### src/rtl/mcast_pkg.sv
package mcast_pkg;
  typedef enum logic [1:0] {
    OP_UNICAST = 2'd0,
    OP_MCAST   = 2'd1,
    OP_REDUCE  = 2'd2,
    OP_RSVD    = 2'd3
  } op_e;

  localparam int NPORT  = 5;
  localparam int PORT_N = 0;
  localparam int PORT_E = 1;
  localparam int PORT_S = 2;
  localparam int PORT_W = 3;
  localparam int PORT_L = 4;
endpackage

### src/rtl/mcast_route_dec.sv
module mcast_route_dec
  import mcast_pkg::*;
#(
  parameter int X_W    = 2,
  parameter int Y_W    = 2,
  parameter int MESH_X = 3,
  parameter int MESH_Y = 4
) (
  input  logic [1:0]       op,
  input  logic [X_W-1:0]   base_x,
  input  logic [Y_W-1:0]   base_y,
  input  logic [X_W-1:0]   mask_x,
  input  logic [Y_W-1:0]   mask_y,
  input  logic [X_W-1:0]   here_x,
  input  logic [Y_W-1:0]   here_y,
  output logic [NPORT-1:0] sel,
  output logic             none
);
  localparam int NX = 1 << X_W;
  localparam int NY = 1 << Y_W;

  logic [X_W-1:0] eff_mx;
  logic [Y_W-1:0] eff_my;
  logic [NX-1:0]  hit_x;
  logic [NY-1:0]  hit_y;
  logic go_e, go_w, go_n, go_s, col;

  // Mask applies only to multicast; other codes address a single node.
  assign eff_mx = (op == OP_MCAST) ? mask_x : '0;
  assign eff_my = (op == OP_MCAST) ? mask_y : '0;

  // Per-coordinate membership, with padded coordinates excluded.
  always_comb begin
    hit_x = '0;
    for (int i = 0; i < NX; i++) begin
      if (i < MESH_X && ((X_W'(i) ^ base_x) & ~eff_mx) == '0) hit_x[i] = 1'b1;
    end
    hit_y = '0;
    for (int j = 0; j < NY; j++) begin
      if (j < MESH_Y && ((Y_W'(j) ^ base_y) & ~eff_my) == '0) hit_y[j] = 1'b1;
    end
  end

  always_comb begin
    go_e = 1'b0;
    go_w = 1'b0;
    for (int i = 0; i < NX; i++) begin
      if (hit_x[i] && i > int'(here_x)) go_e = 1'b1;
      if (hit_x[i] && i < int'(here_x)) go_w = 1'b1;
    end
    go_n = 1'b0;
    go_s = 1'b0;
    for (int j = 0; j < NY; j++) begin
      if (hit_y[j] && j > int'(here_y)) go_n = 1'b1;
      if (hit_y[j] && j < int'(here_y)) go_s = 1'b1;
    end
  end

  assign col  = hit_x[here_x];
  assign none = ~|hit_x | ~|hit_y;

  always_comb begin
    sel = '0;
    if (!none) begin
      sel[PORT_E] = go_e;
      sel[PORT_W] = go_w;
      sel[PORT_N] = col & go_n;
      sel[PORT_S] = col & go_s;
      sel[PORT_L] = col & hit_y[here_y];
    end
  end
endmodule

### src/rtl/mcast_fork_ctl.sv
module mcast_fork_ctl
  import mcast_pkg::*;
(
  input  logic             clk,
  input  logic             rst_n,
  input  logic             in_valid,
  input  logic [NPORT-1:0] sel,
  input  logic             drop,
  input  logic [NPORT-1:0] out_ready,
  output logic [NPORT-1:0] out_valid,
  output logic             in_ready
);
  logic [NPORT-1:0] sent;
  logic             all_taken;

  // Every chosen output has either already taken its copy or takes it now.
  assign all_taken = &(~sel | sent | out_ready);
  assign out_valid = (in_valid && !drop) ? (sel & ~sent) : '0;
  assign in_ready  = in_valid && (drop || all_taken);

  always_ff @(posedge clk or negedge rst_n) begin
    if (!rst_n) begin
      sent <= '0;
    end else if (in_valid && in_ready) begin
      sent <= '0;
    end else if (in_valid) begin
      sent <= sent | (out_valid & out_ready);
    end
  end
endmodule

### src/rtl/mcast_forker.sv
module mcast_forker
  import mcast_pkg::*;
#(
  parameter int X_W    = 2,
  parameter int Y_W    = 2,
  parameter int MESH_X = 3,
  parameter int MESH_Y = 4,
  parameter int DATA_W = 32
) (
  input  logic              clk,
  input  logic              rst_n,
  input  logic [X_W-1:0]    here_x,
  input  logic [Y_W-1:0]    here_y,
  input  logic              in_valid,
  output logic              in_ready,
  input  logic [1:0]        in_op,
  input  logic [X_W-1:0]    in_base_x,
  input  logic [Y_W-1:0]    in_base_y,
  input  logic [X_W-1:0]    in_mask_x,
  input  logic [Y_W-1:0]    in_mask_y,
  input  logic [DATA_W-1:0] in_data,
  output logic [4:0]        out_valid,
  input  logic [4:0]        out_ready,
  output logic [1:0]        out_op,
  output logic [X_W-1:0]    out_base_x,
  output logic [Y_W-1:0]    out_base_y,
  output logic [X_W-1:0]    out_mask_x,
  output logic [Y_W-1:0]    out_mask_y,
  output logic [DATA_W-1:0] out_data,
  output logic              err_flag
);
  logic [NPORT-1:0] route_sel;
  logic             unreachable;

  mcast_route_dec #(
    .X_W(X_W), .Y_W(Y_W), .MESH_X(MESH_X), .MESH_Y(MESH_Y)
  ) u_dec (
    .op     (in_op),
    .base_x (in_base_x),
    .base_y (in_base_y),
    .mask_x (in_mask_x),
    .mask_y (in_mask_y),
    .here_x (here_x),
    .here_y (here_y),
    .sel    (route_sel),
    .none   (unreachable)
  );

  mcast_fork_ctl u_ctl (
    .clk       (clk),
    .rst_n     (rst_n),
    .in_valid  (in_valid),
    .sel       (route_sel),
    .drop      (unreachable),
    .out_ready (out_ready),
    .out_valid (out_valid),
    .in_ready  (in_ready)
  );

  // All copies are identical, so one shared bus carries them.
  assign out_op     = in_op;
  assign out_base_x = in_base_x;
  assign out_base_y = in_base_y;
  assign out_mask_x = in_mask_x;
  assign out_mask_y = in_mask_y;
  assign out_data   = in_data;

  always_ff @(posedge clk or negedge rst_n) begin
    if (!rst_n) begin
      err_flag <= 1'b0;
    end else if (in_valid && in_ready && unreachable) begin
      err_flag <= 1'b1;
    end
  end
endmodule

### config.mk
export PLATFORM = sky130hd
export DESIGN_NAME = mcast_forker
export DESIGN_NICKNAME = d
export VERILOG_FILES = /design/src/rtl/mcast_pkg.sv /design/src/rtl/mcast_route_dec.sv /design/src/rtl/mcast_fork_ctl.sv /design/src/rtl/mcast_forker.sv
export SDC_FILE = /design/constraint.sdc
export NUM_CORES = 1
export LEC_CHECK = 0
export BUFFER_PORTS_ARGS = -buffer_cell sky130_fd_sc_hd__clkbuf_2
export CORE_UTILIZATION = 34
export DETAILED_ROUTE_END_ITERATION = 10
export PLACE_DENSITY = 0.81
export SLEW_MARGIN = 20
export SYNTH_ARGS = -nofsm -noshare
export SYNTH_HDL_FRONTEND = slang
export SYNTH_SLANG_ARGS = --single-unit
export TNS_END_PERCENT = 10
### constraint.sdc
create_clock -name clk -period 2.2 [get_ports clk]
set_input_delay 0.44 -clock clk [delete_from_list [all_inputs] [get_ports clk]]
set_output_delay 0.44 -clock clk [all_outputs]
set_load 0.02 [all_outputs]
==> flow_metrics.py <==
metrics = {
    "timing": {
        "finalHoldViolCount": 0,
        "slew_headroom": 0.752,
        "rsz0062_at_grt": "true",
        "finalSetupViolCount": 1,
        "layout_setup_ws_ps": -206,
        "worst_pin_slew_ps": 366,
        "clock.fmax_mhz": 416,
        "slew_violations": 0,
        "layout_min_cycle_time_ps": 2410,
        "fin_skew_ps": 8.28,
        "period_share": 1.09,
    },
    "placed_design": {
        "gp_congestion": 0.765,
        "hpwl_mm": 1.60,
        "port_buffers": 38,
    },
    "cts": {
        "holdBufCountCts": 0,
        "cts_sinks": 6,
        "cts_buffers": 3,
        "clk-insertion-delay-late_ps": 240,
        "cts.htree.levels": 1,
        "cts_tree": "built",
        "cts_buffer_depth": 2,
        "cts-root-buf": "clkbuf_4",
        "clk_pin_slew_ps": 50,
    },
    "grt": {
        "antenna_found_initial": 0,
        "grt_pass1_wl_mm": 2.83,
        "grt-ovfl-total": 0,
        "grt_start_max_net_pins": 8,
        "grt_pass1_vias": 667,
        "gr-usage-all-layers": 0.135,
    },
    "worst_setup_path": {
        "reg2reg_from": "u_ctl.sent[2]",
        "crit_family": "compound AO/OA/AOI/OAI gates",
        "setup.worst_path.start": "in_mask_y[0]",
        "crit_path_end": "in_ready",
        "crit_buf_inv": 2,
        "worst_r2r_path_depth": 6,
        "cp.depth": 7,
        "cp_slowest_cell": "a221o_1",
        "worstPathArrival_ps": 1970,
        "cp-start-kind": "primary input",
        "critPathRequiredTime_ps": 1760,
        "endpoint_kind": "output port",
        "r2r_setup_slack_ps": 590,
        "crit_type": "in -> out",
        "cp_max_fo": 3,
        "cp_cell_sequence": "buf_8 -> and4bb_1 -> o32ai_2 -> a21oi_2 -> a221o_1 -> a221oi_4 -> clkbuf_8",
        "critPathMaxStageDelay_ps": 360,
        "r2r-end": "u_ctl.sent[3]",
    },
    "power": {
        "vdd_drop_max_v": 0.000279,
        "total_power_uw": 412,
        "leakage_nw": 0.540,
        "power.density_nw_per_um2": 395,
    },
    "route": {
        "ant_nets": 0,
        "routed_wirelength_mm": 1.91,
        "first_pass_iters": 7,
        "first_iter_violations": 22,
        "wl_per_cell_um": 11.9,
        "viasPerCell": 4.98,
        "vias": 796,
        "drc": 0,
    },
    "cells_and_area": {
        "drive_above_1_share": 0.500,
        "layout_commonest_cell": "clkbuf_2",
        "diodes": 0,
        "syn2layout_area_growth_pct": 16.0,
        "nNetsFinal": 186,
        "fin_util": 0.418,
        "layout_common_cells": "30 x clkbuf_2, 18 x buf_4, 8 x inv_1, 8 x nor2_1, 6 x dfrtp_1",
    },
    "yosys": {
        "ys_seq_area_frac": 0.167,
        "synth_seq_cells": 6,
        "synthArstFlopShare": 1.00,
        "ys_warn_count": 0,
        "netlist_instances": 114,
        "synth.distinct_cells": 31,
        "synth_fp_nets": 168,
        "synthFlopType": "dfrtp_1",
        "syn_area_per_cell_um2": 7.90,
        "synth-edff-count": 0,
        "syn-cell-area_um2": 901,
    },
    "floorplanning": {
        "dieArea_um2": 2860,
        "die_w_um": 53.5,
        "coreArea_um2": 2500,
        "die_y_um": 53.5,
        "io_pins": 103,
        "row_count": 18,
        "initial_utilization": 0.360,
    },
    "worst_hold_path": {
        "hp-class": "in -> async",
    },
    "status": {
        "violations": "setup timing",
        "status": "finished with violations",
    },
    "run": {
        "drv_cap": 0,
    },
}
[registers in the layout, summed over array words and instances, names as in the netlist]
| register | count |
|---|---|
| err_flag | 1 |
| u_ctl.sent | 5 |
[where the power goes]
| part | switching [mW] | leakage [nW] | internal (mW) | total [mW] |
|---|---|---|---|---|
| Clock | 0.0389 | 0.0138 | 0.0617 | 0.101 |
| Combinational | 0.0948 | 0.449 | 0.0954 | 0.190 |
| Sequential | 0.00432 | 0.0772 | 0.117 | 0.121 |
[stage by stage]
step / instances / hold WS (ps) / instance area (um2) / setup WS (ps) / TNS, ps
CTS: 158 / 12.1 / 970 / -201 / -501
finish: 160 / 15.2 / 1040 / -206 / -206
global route: 160 / 14.4 / 1040 / -293 / -618
global placement: 155 / 281 / 930 / -209 / -530
floorplan: 114 / 144 / 905 / 21.2 / 0
detailed placement: 155 / 280 / 930 / -224 / -482
[synthesized netlist by cell type (2+ instances only)]
master | n | area (um2)
xor2_1 | 2 | 17.5
nand3b_1 | 4 | 30.0
a31oi_1 | 5 | 31.3
nand2b_1 | 2 | 12.5
nor2b_1 | 4 | 25.0
nand2_1 | 3 | 11.3
a221oi_1 | 3 | 26.3
and2_1 | 4 | 25.0
dfrtp_1 | 6 | 150
inv_1 | 8 | 30.0
buf_4 | 42 | 315
a21oi_1 | 3 | 15.0
nor2_1 | 8 | 30.0
o21ai_0 | 3 | 15.0
[how the worst min path moves through the flow]
stage / from / slack (ps) / end / cells after the start
floorplan: rst_n / 140 / err_flag / 0
finish: rst_n / 20 / u_ctl.sent[2] / 1
CTS: rst_n / 10 / u_ctl.sent[0] / 1
global placement: rst_n / 280 / err_flag / 1
global route: rst_n / 10 / u_ctl.sent[4] / 1
detailed placement: rst_n / 280 / u_ctl.sent[4] / 1
[what timing repair did]
item                       4_1_cts  5_1_grt
pin swaps                        4        6
setup endpoints to repair        5        5
buffers inserted                 0        2
gates resized for setup          3       26
cloned                           0        0
[per-layer routing]
layer | track usage | share of wire
met5 | 0 | 0
met3 | 0.0431 | 0.084
met1 | 0.155 | 0.39
met4 | 0.0877 | 0.057
met2 | 0.213 | 0.46
[worst register-to-register path: stages (launching register included)]
cell      delay, ps
dfrtp_1         380
a21oi_1          50
a21o_1          210
a221o_1         340
a221oi_4        280
buf_4           180
nor2_1           50
[cell type report]
cell class | instances | area, um2
well taps | 30 | 37.5
repair buffers | 55 | 382
clock buffers | 3 | 22.5
inverters | 8 | 30.0
multi-input cells | 58 | 423
fillers | 267 | 1460
flip-flops and latches | 6 | 150
[cell families after synthesis]
group                      share of synthesized area
buffers and inverters                          0.383
adders and majority gates                     0.0111
xor gates and xnor gates                      0.0194
DFF                                            0.167
AOI/OAI and AO/OA                              0.225
and+or+nand+nor                                0.194
Power figures use the tool's default switching activity.
